<file path="config.mk">
export PLATFORM = sky130hd
export DESIGN_NAME = page_commit_buf
export DESIGN_NICKNAME = d
export VERILOG_FILES = /design/src/rtl/pcb_pkg.sv /design/src/rtl/pcb_addr_ctr.sv /design/src/rtl/pcb_page_buf.sv /design/src/rtl/pcb_commit_seq.sv /design/src/rtl/page_commit_buf.sv
export SDC_FILE = /design/constraint.sdc
export NUM_CORES = 1
export LEC_CHECK = 0
export ABC_AREA = 1
export CAP_MARGIN = 30
export CORE_MARGIN = 2
export CORE_UTILIZATION = 55
export CTS_BUF_LIST = sky130_fd_sc_hd__clkbuf_8
export DETAILED_ROUTE_END_ITERATION = 10
export GPL_TIMING_DRIVEN = 0
export PLACE_DENSITY = 0.72
export SLEW_MARGIN = 20
export SYNTH_ARGS = -nofsm -noshare
export SYNTH_HDL_FRONTEND = slang
export SYNTH_SLANG_ARGS = --single-unit
</file>
<file path="constraint.sdc">
create_clock -name clk -period 2.5 [get_ports clk]
set_input_delay 0.375 -clock clk [delete_from_list [all_inputs] [get_ports clk]]
set_output_delay 0.375 -clock clk [all_outputs]
set_load 0.02 [all_outputs]
</file>
<file path="src/rtl/pcb_pkg.sv">
package pcb_pkg;
    localparam int ADDR_W     = 15;
    localparam int OFF_W      = 6;
    localparam int PAGE_W     = ADDR_W - OFF_W;
    localparam int PAGE_BYTES = 1 << OFF_W;
    localparam int DATA_W     = 8;

    typedef logic [ADDR_W-1:0] addr_t;
    typedef logic [OFF_W-1:0]  off_t;
    typedef logic [PAGE_W-1:0] page_t;
    typedef logic [DATA_W-1:0] byte_t;

    typedef enum logic [1:0] {
        CYC_IDLE  = 2'd0,
        CYC_HOLD  = 2'd1,
        CYC_FLUSH = 2'd2
    } cyc_state_t;

    // bus events after gating by busy
    typedef struct packed {
        logic ld;
        logic wr;
        logic adv;
        logic stop;
        logic abort;
    } bus_ev_t;

    function automatic addr_t step_in_page(addr_t a);
        off_t o;
        o = a[OFF_W-1:0] + off_t'(1);
        return {a[ADDR_W-1:OFF_W], o};
    endfunction
endpackage

</file>
<file path="src/rtl/pcb_addr_ctr.sv">
module pcb_addr_ctr
    import pcb_pkg::*;
(
    input  logic    clk,
    input  logic    rst,
    input  bus_ev_t ev,
    input  addr_t   load_val,
    output addr_t   addr
);
    always_ff @(posedge clk) begin
        if (rst)          addr <= '0;
        else if (ev.ld)   addr <= load_val;
        else if (ev.wr)   addr <= step_in_page(addr);
        else if (ev.adv)  addr <= addr + addr_t'(1);
    end

    // a byte write never moves the page bits
    a_r3_page_fixed: assert property (@(posedge clk) disable iff (rst)
        (ev.wr && !ev.ld) |=> addr[ADDR_W-1:OFF_W] == $past(addr[ADDR_W-1:OFF_W]));

    // a read advance at the top of memory wraps to zero
    a_r10_full_wrap: assert property (@(posedge clk) disable iff (rst)
        (ev.adv && !ev.ld && !ev.wr && addr == '1) |=> addr == '0);
endmodule

</file>
<file path="src/rtl/pcb_page_buf.sv">
module pcb_page_buf
    import pcb_pkg::*;
(
    input  logic  clk,
    input  logic  rst,
    input  logic  wr,
    input  off_t  wr_off,
    input  byte_t wr_val,
    input  logic  clr,
    input  off_t  rd_off,
    output byte_t rd_val,
    output logic  rd_mark,
    output logic  any_mark
);
    byte_t                 lane [PAGE_BYTES];
    logic [PAGE_BYTES-1:0] mark;

    for (genvar g = 0; g < PAGE_BYTES; g++) begin : g_lane
        always_ff @(posedge clk) begin
            if (wr && wr_off == off_t'(g)) lane[g] <= wr_val;
        end
        always_ff @(posedge clk) begin
            if (rst || clr)                     mark[g] <= 1'b0;
            else if (wr && wr_off == off_t'(g)) mark[g] <= 1'b1;
        end
    end

    assign rd_val   = lane[rd_off];
    assign rd_mark  = mark[rd_off];
    assign any_mark = |mark;

    // a clear leaves nothing buffered
    a_r6_clear_empties: assert property (@(posedge clk) disable iff (rst)
        clr |=> !any_mark);

    // a write always leaves its offset marked
    a_r4_write_marks: assert property (@(posedge clk) disable iff (rst)
        (wr && !clr) |=> mark[$past(wr_off)]);
endmodule

</file>
<file path="src/rtl/pcb_commit_seq.sv">
module pcb_commit_seq
    import pcb_pkg::*;
#(
    parameter int WR_CYCLES = 1000000
) (
    input  logic clk,
    input  logic rst,
    input  logic start,
    output logic busy,
    output logic flush,
    output off_t idx,
    output logic done
);
    localparam int CNT_W = $clog2(WR_CYCLES + 1);
    localparam logic [CNT_W-1:0] CNT_LAST = CNT_W'(WR_CYCLES - 1);
    localparam off_t IDX_LAST = off_t'(PAGE_BYTES - 1);

    cyc_state_t       st;
    logic [CNT_W-1:0] cnt;

    always_ff @(posedge clk) begin
        if (rst) begin
            st  <= CYC_IDLE;
            cnt <= '0;
            idx <= '0;
        end else begin
            unique case (st)
                CYC_IDLE: if (start) begin
                    st  <= CYC_HOLD;
                    cnt <= '0;
                end
                CYC_HOLD: if (cnt == CNT_LAST) begin
                    st  <= CYC_FLUSH;
                    idx <= '0;
                end else begin
                    cnt <= cnt + 1'b1;
                end
                CYC_FLUSH: if (idx == IDX_LAST) st <= CYC_IDLE;
                           else                 idx <= idx + 1'b1;
                default: st <= CYC_IDLE;
            endcase
        end
    end

    assign busy  = (st != CYC_IDLE);
    assign flush = (st == CYC_FLUSH);
    assign done  = flush && (idx == IDX_LAST);

    // the flush walk visits offsets in ascending order
    a_r8_ascending: assert property (@(posedge clk) disable iff (rst)
        (flush && !done) |=> flush && idx == $past(idx) + off_t'(1));

    // once started, the cycle cannot end before the walk completes
    a_r5_ends_after_walk: assert property (@(posedge clk) disable iff (rst)
        (busy && !done) |=> busy);
endmodule

</file>
<file path="src/rtl/page_commit_buf.sv">
module page_commit_buf
    import pcb_pkg::*;
#(
    parameter int WR_CYCLES = 1000000
) (
    input  logic              clk,
    input  logic              rst,
    input  logic              addr_load,
    input  logic [ADDR_W-1:0] load_addr,
    input  logic              wr_byte,
    input  logic [DATA_W-1:0] wr_data,
    input  logic              rd_adv,
    input  logic              seq_stop,
    input  logic              seq_restart,
    output logic              busy,
    output logic [ADDR_W-1:0] cur_addr,
    output logic              mem_we,
    output logic [ADDR_W-1:0] mem_addr,
    output logic [DATA_W-1:0] mem_wdata
);
    bus_ev_t ev;
    addr_t   addr;
    page_t   page_q;
    logic    start, flush, done, rd_mark, any_mark;
    off_t    idx;
    byte_t   rd_val;

    // every bus event is dropped while the write cycle runs
    always_comb begin
        ev.ld    = addr_load   && !busy;
        ev.wr    = wr_byte     && !busy;
        ev.adv   = rd_adv      && !busy;
        ev.stop  = seq_stop    && !busy;
        ev.abort = seq_restart && !busy;
    end

    assign start = ev.stop && any_mark;

    pcb_addr_ctr u_ctr (
        .clk      (clk),
        .rst      (rst),
        .ev       (ev),
        .load_val (load_addr),
        .addr     (addr)
    );

    pcb_page_buf u_buf (
        .clk      (clk),
        .rst      (rst),
        .wr       (ev.wr && !ev.ld),
        .wr_off   (addr[OFF_W-1:0]),
        .wr_val   (wr_data),
        .clr      (ev.abort || done),
        .rd_off   (idx),
        .rd_val   (rd_val),
        .rd_mark  (rd_mark),
        .any_mark (any_mark)
    );

    pcb_commit_seq #(.WR_CYCLES(WR_CYCLES)) u_seq (
        .clk   (clk),
        .rst   (rst),
        .start (start),
        .busy  (busy),
        .flush (flush),
        .idx   (idx),
        .done  (done)
    );

    always_ff @(posedge clk) begin
        if (rst)        page_q <= '0;
        else if (start) page_q <= addr[ADDR_W-1:OFF_W];
    end

    assign cur_addr  = addr;
    assign mem_we    = flush && rd_mark;
    assign mem_addr  = {page_q, idx};
    assign mem_wdata = rd_val;

    // a stop with buffered data opens the write cycle
    a_r5_stop_starts: assert property (@(posedge clk) disable iff (rst)
        (seq_stop && !busy && any_mark) |=> busy);

    // a stop with nothing buffered opens nothing
    a_r6_empty_stop: assert property (@(posedge clk) disable iff (rst)
        (seq_stop && !busy && !any_mark && !seq_restart) |=> !busy);

    // the counter is frozen across busy cycles
    a_r7_addr_frozen: assert property (@(posedge clk) disable iff (rst)
        busy |=> $stable(cur_addr));

    // array writes only happen inside the busy window
    a_r8_we_in_busy: assert property (@(posedge clk) disable iff (rst)
        mem_we |-> busy);
endmodule

</file>
==> run metrics, run 1 <==
CP max FO 10; initial antenna violation count 2; P_int between 15000 and 20000 µW; Worst setup SP type register; Die Y 226.1 µm; area share of the leading cell type in the synthesized netlist 56.65%; number of synthesized flops with an enable pin approximately 500; DR DRC count 0; top cells by area, synth edfxtp_1, nand2_1, nand3_1; syn_area_per_cell 9.877 µm²; failing checks setup timing; n_diodes 0; Worst Path Required 2.12 ns; Hold Path Class in2reg; Max Slew Vio Count 0; Worst-Margin Slew between 0.9 and 1 ns; most frequent cells in the layout nand2_1, edfxtp_1, nand3_1; post-synthesis register bit count 634; register area share after synthesis 65.65%; DR pass1 iterations 7; Worst path most repeated cell nand3_1; synthesized net count 2784; Sequential Power Share 49.9%; Placed Area between 0.02 and 0.03 mm²; I/O Buffers 68; Initial DRC Count 2568; Area Growth Syn to Fin 19.52%; Hold Fails Final Rpt 0; switch share 26.61%; fin area 0.03244 mm²; Slew HR between 30% and 40%; leakage power total 0.01211 µW; global-route wire length before repair 123.6 mm; RSZ-0062 raised after global routing yes; vias 21430; Switch Pwr 6221 µW; root buffer cell clkbuf_8; most common cell after layout, fill and taps aside nand2_1; CTS tree built; Comb power frac 12.7%; Hold WS 0.08084 ns; Worst-path clk slew 0.06 ns; Max stage delay cell, worst path dfxtp_2; Clk pwr share ~37%; CTS buffer count 101; Post-Route WL 84.40 mm; die area ~0.051 mm²; cell chain of the critical path buf_12 > inv_16 > buf_12 > buf_6 > nand2_1 > nand3_1 > nand3_1 > nand2_1 > nand2_1 > nand3_1 > nand3_1 > nand2_2 > buf_6; # nets final 3013; Netlist cell types 40; Die Wd 226.1 µm; Clock Sinks 634; Max-Cap Viols 0; final worst-path setup slack -0.4107 ns; crit share post-route 116.4%; Antenna Nets Post-Route 0; detailed placement HPWL between 50 and 60 mm; Clock Path Buffers 3; GP Congestion 0.9809; IO Pins 70; final setup vio count 9; vias per inst a little under 6; skew final between 0.03 and 0.04 ns; worst path bufs/invs 5; H-tree Lvls 3; asr flop ratio synth 0%; WS Path Type reg2out; crit-path max cell delay 0.35 ns; leading area contributor after synthesis edfxtp_1; num rows 81; cells after synthesis about 2700; Total GRT Usage 33.13%; Ys Warns 0; Clk Latency, worst-skew pair 0.70 ns; grt total ovfl 0; CP Capture Type primary output; fraction of layout cells with a size suffix above 1 16.79%; Initial Util 55.56%; f_max 343.6 MHz; drt wl/cell about 23 µm; fill count 3833; core area between 0.04 and 0.05 mm²; number of global-route vias before repair 20330; Top FF cell, synth edfxtp_1; outcome finished with violations; Worst path top cell family by delay simple AND/OR/NAND/NOR gates; largest net degree at the start of global routing 65; peak supply drop 0.0004848 V; Synth Cell Area about 0.027 mm²; pwr dens 720.8 mW/mm²; minimum clock period 2.911 ns; critical path data arrival time ~2.5 ns
==> per-stage QoR <==
stage	instances	util (%)	setup WS [ns]	setup TNS, ns	total power (µW)
floorplan	2748	-	0.4555	0	13310
CTS	3710	65.73	-0.4002	-3.188	23260
finish	3719	66.41	-0.4107	-3.286	23380
global placement	3480	58.65	-1.046	-519.94	14340
detailed placement	3514	59.40	-0.7253	-17.94	14400
global route	3719	66.41	-0.4865	-3.918	24060
==> area by class of cell <==
type	count	area, µm²	area share [%]
Sequential cell	634	17830	54.97
Timing Repair Buffer	128	1360	4.193
Inverter	107	424.2	1.308
Clock buffer	104	1431	4.413
Multi-Input combinational cell	1860	8638	26.63
Tap cell	664	830.8	2.561
Clock inverter	77	513.0	1.581
Buffer	145	1410	4.347
==> power by group through the flow <==
stage	sequential, µW	combinational (µW)	clock (µW)
after floorplan	11900	1400	0
after global placement	11900	2430	0
after detailed placement	11900	2510	0
after CTS	11700	2830	8760
after global routing	11700	3170	9210
final	11700	2970	8730
==> logic make-up after synthesis <==
| logic type | synth area share [%] |
|---|---|
| adder cells (fa/ha/maj) | 0.2766 |
| flip-flops | 65.65 |
| XOR/XNOR | 0.2904 |
| buffers and inverters | 4.361 |
| AO/OA/AOI/OAI | 2.125 |
| AND/OR/NAND/NOR | 27.30 |
==> synthesized netlist by cell type, types with 3 or more instances <==
| cell | count |
|---|---|
| buf_4 | 19 |
| nand2_1 | 836 |
| buf_6 | 12 |
| nor2_1 | 321 |
| xor2_1 | 8 |
| a21oi_1 | 61 |
| clkbuf_1 | 39 |
| o21ai_0 | 27 |
| buf_1 | 22 |
| nor3_1 | 6 |
| nand3_1 | 521 |
| nor2_2 | 16 |
| nand4_1 | 7 |
| nor2_4 | 13 |
| dfxtp_1 | 122 |
| inv_2 | 5 |
| buf_2 | 55 |
| ha_1 | 6 |
| edfxtp_1 | 512 |
| a31oi_1 | 3 |
| o211ai_1 | 4 |
| inv_1 | 102 |
| nand2_2 | 9 |
==> registers in the layout, indices dropped and copies added, names as in the netlist, named ones only <==
| register | flops |
|---|---|
| page_q | 9 |
| u_buf.mark | 64 |
| u_seq.idx | 6 |
| u_seq.cnt | 20 |
| u_buf.lane | 512 |
| u_seq.st | 2 |
| u_ctr.addr | 15 |
==> per-layer routing <==
layer	part of all wire, %	GRT usage, %
met5	0.057	0
met1	38	43.37
met3	10	6.076
met4	4.3	15.30
met2	47	53.99
==> path summary, 6_finish.rpt <==
kind	start	to	slack (ns)	depth (start not counted)
hold reg to reg	page_q[6]	page_q[6]	0.47	2
setup reg to reg	u_seq.st[0]	u_buf.lane[24][7]	0.08	6
setup / recovery	register	mem_wdata[2]	-0.41	13
hold / removal	wr_data[7]	u_buf.lane[35][7]	0.08	1
==> worst register-to-register path: cells and delay by family, from the launching register on <==
kind / cells / cell delay, ns
buf+inv: 1 / 0.29
flops: 1 / 0.35
simple gates: 5 / 1.37
==> what timing repair did <==
| action | 4_1_cts | 5_1_grt |
|---|---|---|
| pin swaps | 33 | 25 |
| buffers inserted | 9 | 2 |
| endpoints found under the setup margin | 9 | 35 |
| hold buffers | 3 | 0 |
| endpoints found under the hold margin | 11 | 0 |
| cloned | 4 | 2 |
| gates resized for setup | 358 | 75 |
Power figures use the tool's default switching activity.
==> run 2, diff against run 1 <==
Settings changed: HOLD_SLACK_MARGIN from default to 0.02, SLEW_MARGIN 20 to default.
==> run 2 against run 1 <==
Largest cell class unchanged. Largest power group unchanged. The flow still finishes with violations (setup timing). Critical endpoint is now mem_wdata[4]. Sequential share of layout area about the same. Routed wire length is 0.34% higher. Sequential cell count unchanged.
==> run metrics, run 2 (synthesis results as in run 1) <==
RR Endpoint u_buf.lane[7][4]; initial antenna violation count 0 (-2); outcome finished with violations; final worst-path setup slack -0.4066 ns (+0.004107 ns); worst r2r path cells 6 (unchanged); CTS tree built; RR Startpoint u_seq.st[0]; P_int 16650 µW (-3.0%); crit-path max cell delay 0.41 ns (+0.06 ns); fraction of layout cells with a size suffix above 1 16.98% (+0.19 points); Clock Sinks 634 (unchanged); setup tns final -3.139 ns (+0.1472 ns); num rows 81 (unchanged); Worst-Margin Slew 1.050 ns (+0.05606 ns); Hold Path Class in2reg; Post-Route WL 84.68 mm (+0.34%); Comb power frac 13.1% (+0.4 points); Hold EP u_seq.cnt[14]; Total GRT Usage 33.19% (+0.060 points); RSZ-0062 raised after global routing yes; final setup vio count 9 (unchanged); skew final 0.03029 ns (-0.009320 ns); Initial Util 55.56% (unchanged); core area 0.04885 mm² (unchanged); cell chain of the critical path inv_12 > buf_16 > buf_8 > nand2_1 > nand3_1 > nand3_2 > nand2_2 > nand2_1 > nand3_2 > nand3_2 > nand2_2 > buf_6; Slew HR 29.77% (-3.8 points); DR pass1 iterations 5 (-2); vias per inst 5.770 (+0.16%); Worst path top cell family by delay simple AND/OR/NAND/NOR gates; Final Non-Filler Cells 3715 (-0.11%); peak supply drop 0.0004308 V (-11%); drt wl/cell 22.80 µm (+0.45%); area of all sequential standard cells 0.01783 mm² (about the same); Antenna Nets Post-Route 0 (unchanged); die area 0.05114 mm² (unchanged); CTS Hold Bufs 0 (-3); GP Congestion 0.9809 (unchanged); hold path start rst; multi-input combinational cell area 0.008741 mm² (+1.2%); crit share post-route 116.3% (-0.16 points); CTS buffer count 101 (unchanged); Hold Fails Final Rpt 0 (unchanged); Hold Crit Depth 2 (+1); Die Wd 226.1 µm (unchanged); most common cell after layout, fill and taps aside nand2_1; Max stage delay cell, worst path dfxtp_4; Max Slew Vio Count 0 (unchanged); biggest regs u_buf.lane (512), u_buf.mark (64), u_seq.cnt (20); Switch Pwr 6096 µW (-2.0%); pwr dens 701.2 mW/mm² (-2.7%); root buffer cell clkbuf_8; CP Capture Type primary output; DR DRC count 0 (unchanged); # nets final 3011 (-0.066%); Max-Cap Viols 0 (unchanged); Reg2Reg Setup Slack 0.06 ns (-0.02 ns); WS Path Type reg2out; failing checks setup timing; Worst Path Required 2.12 ns (about the same); global-route wire length before repair 123.6 mm (about the same); detailed placement HPWL 58.65 mm (+1.2%); Initial DRC Count 2725 (+6.1%); Clk Latency, worst-skew pair 0.71 ns (about the same); fill count 3847 (+0.37%); Worst-path clk slew 0.06 ns (about the same); Clk pwr share 35.5% (-1.9 points); grt total ovfl 0 (unchanged); f_max 344.0 MHz (+0.14%); switch share 26.80% (+0.19 points); vias 21440 (+0.051%); number of global-route vias before repair 20420 (+0.43%); # placed instances 3519 (+0.14%); Clock Path Buffers 3 (unchanged); Area Growth Syn to Fin 19.53% (about the same); Die Y 226.1 µm (unchanged); Sequential Power Share 51.4% (+1.5 points); IO Pins 70 (unchanged); most frequent cells in the layout nand2_1, edfxtp_1, nand3_1; worst path bufs/invs 4 (-1); Biggest register u_buf.lane; max FFs per register 512 (unchanged); I/O Buffers 68 (unchanged); H-tree Lvls 3 (unchanged); largest net degree at the start of global routing 47 (-28%); CP max FO 8 (-2); Worst path most repeated cell nand3_2; minimum clock period 2.907 ns (-0.004107 ns); Worst setup SP type register; critical path data arrival time 2.53 ns (about the same); leakage power total 0.01213 µW (+0.15%)
## run 2: cell types whose count changed in the layout (fill, tap and decap cells not counted), moves of 4 or more
cell       previous run  this run
clkbuf_4             16        11
clkbuf_8            106       112
clkbuf_2              4         8
nor2_2               25        18
buf_2                19        25
buf_6                40        61
clkinv_2              9         5
nand3_1             456       429
nor2_1              307       317
bufinv_16             7         2
buf_4                80        55
clkinv_1             22        27
nand3_2              66        91
## run 2: worst max path at each step
stage,cells after the start,endpoint,slack (ns)
after floorplan,10,mem_we,0.46
after global placement,1,u_buf.lane[24][1],-1.05
after detailed placement,11,mem_wdata[6],-0.72
after CTS,12,mem_wdata[0],-0.40
after global routing,12,mem_wdata[4],-0.46
final,12,mem_wdata[4],-0.41
## run 2: worst register-to-register path: cells and delay by family (launching register included)
| kind | cells | cell delay [ns] |
|---|---|---|
| buffers and inverters | 1 | 0.23 |
| and+or+nand+nor | 5 | 1.48 |
| DFF | 1 | 0.34 |
## run 2: per-stage QoR
stage                     setup slack (ns)  utilization [%]  hold WS (ns)  cell area (µm²)  power, µW
after floorplan                     0.4555                -        0.4403            27140      13310
final                              -0.4066            66.41        0.1452            32440      22750
after global placement              -1.046            58.65        0.4525            28650      14340
after CTS                          -0.3953            65.69        0.1160            32090      22640
after detailed placement           -0.7214            59.50        0.4605            29070      14390
after global routing               -0.4568            66.41        0.1757            32440      23440
## run 2: power groups by stage
stage	sequential (µW)	clock, µW	combinational, µW
finish	11700	8090	2980
global route	11700	8570	3170
CTS	11700	8120	2850
detailed placement	11900	0	2500
global placement	11900	0	2430
floorplan	11900	0	1400
## run 2: per-layer routing
layer,wire length [µm],up-vias,GRT usage (%)
met5,0,-,0
met1,31620,10180,43.13
met3,9168,209,6.427
met4,3468,0,14.83
li1,-,9767,-
met2,40430,1278,54.41
## run 2: area by class of cell
type / instances / share of cell area (%)
inverter: 107 / 1.296
buffer: 145 / 4.320
sequential: 634 / 54.96
multi-input combinational: 1860 / 26.94
antenna: 1 / 0.007714
tap: 664 / 2.561
clock inverter: 73 / 1.088
timing repair buffer: 126 / 4.370
clock buffer: 105 / 4.455
## run 2: timing repair
item / 4_1_cts / 5_1_grt
setup endpoints to repair: 9 / 17
cloned: 4 / 4
pin swaps: 53 / 26
setup buffers: 8 / 1
resized for setup: 380 / 65
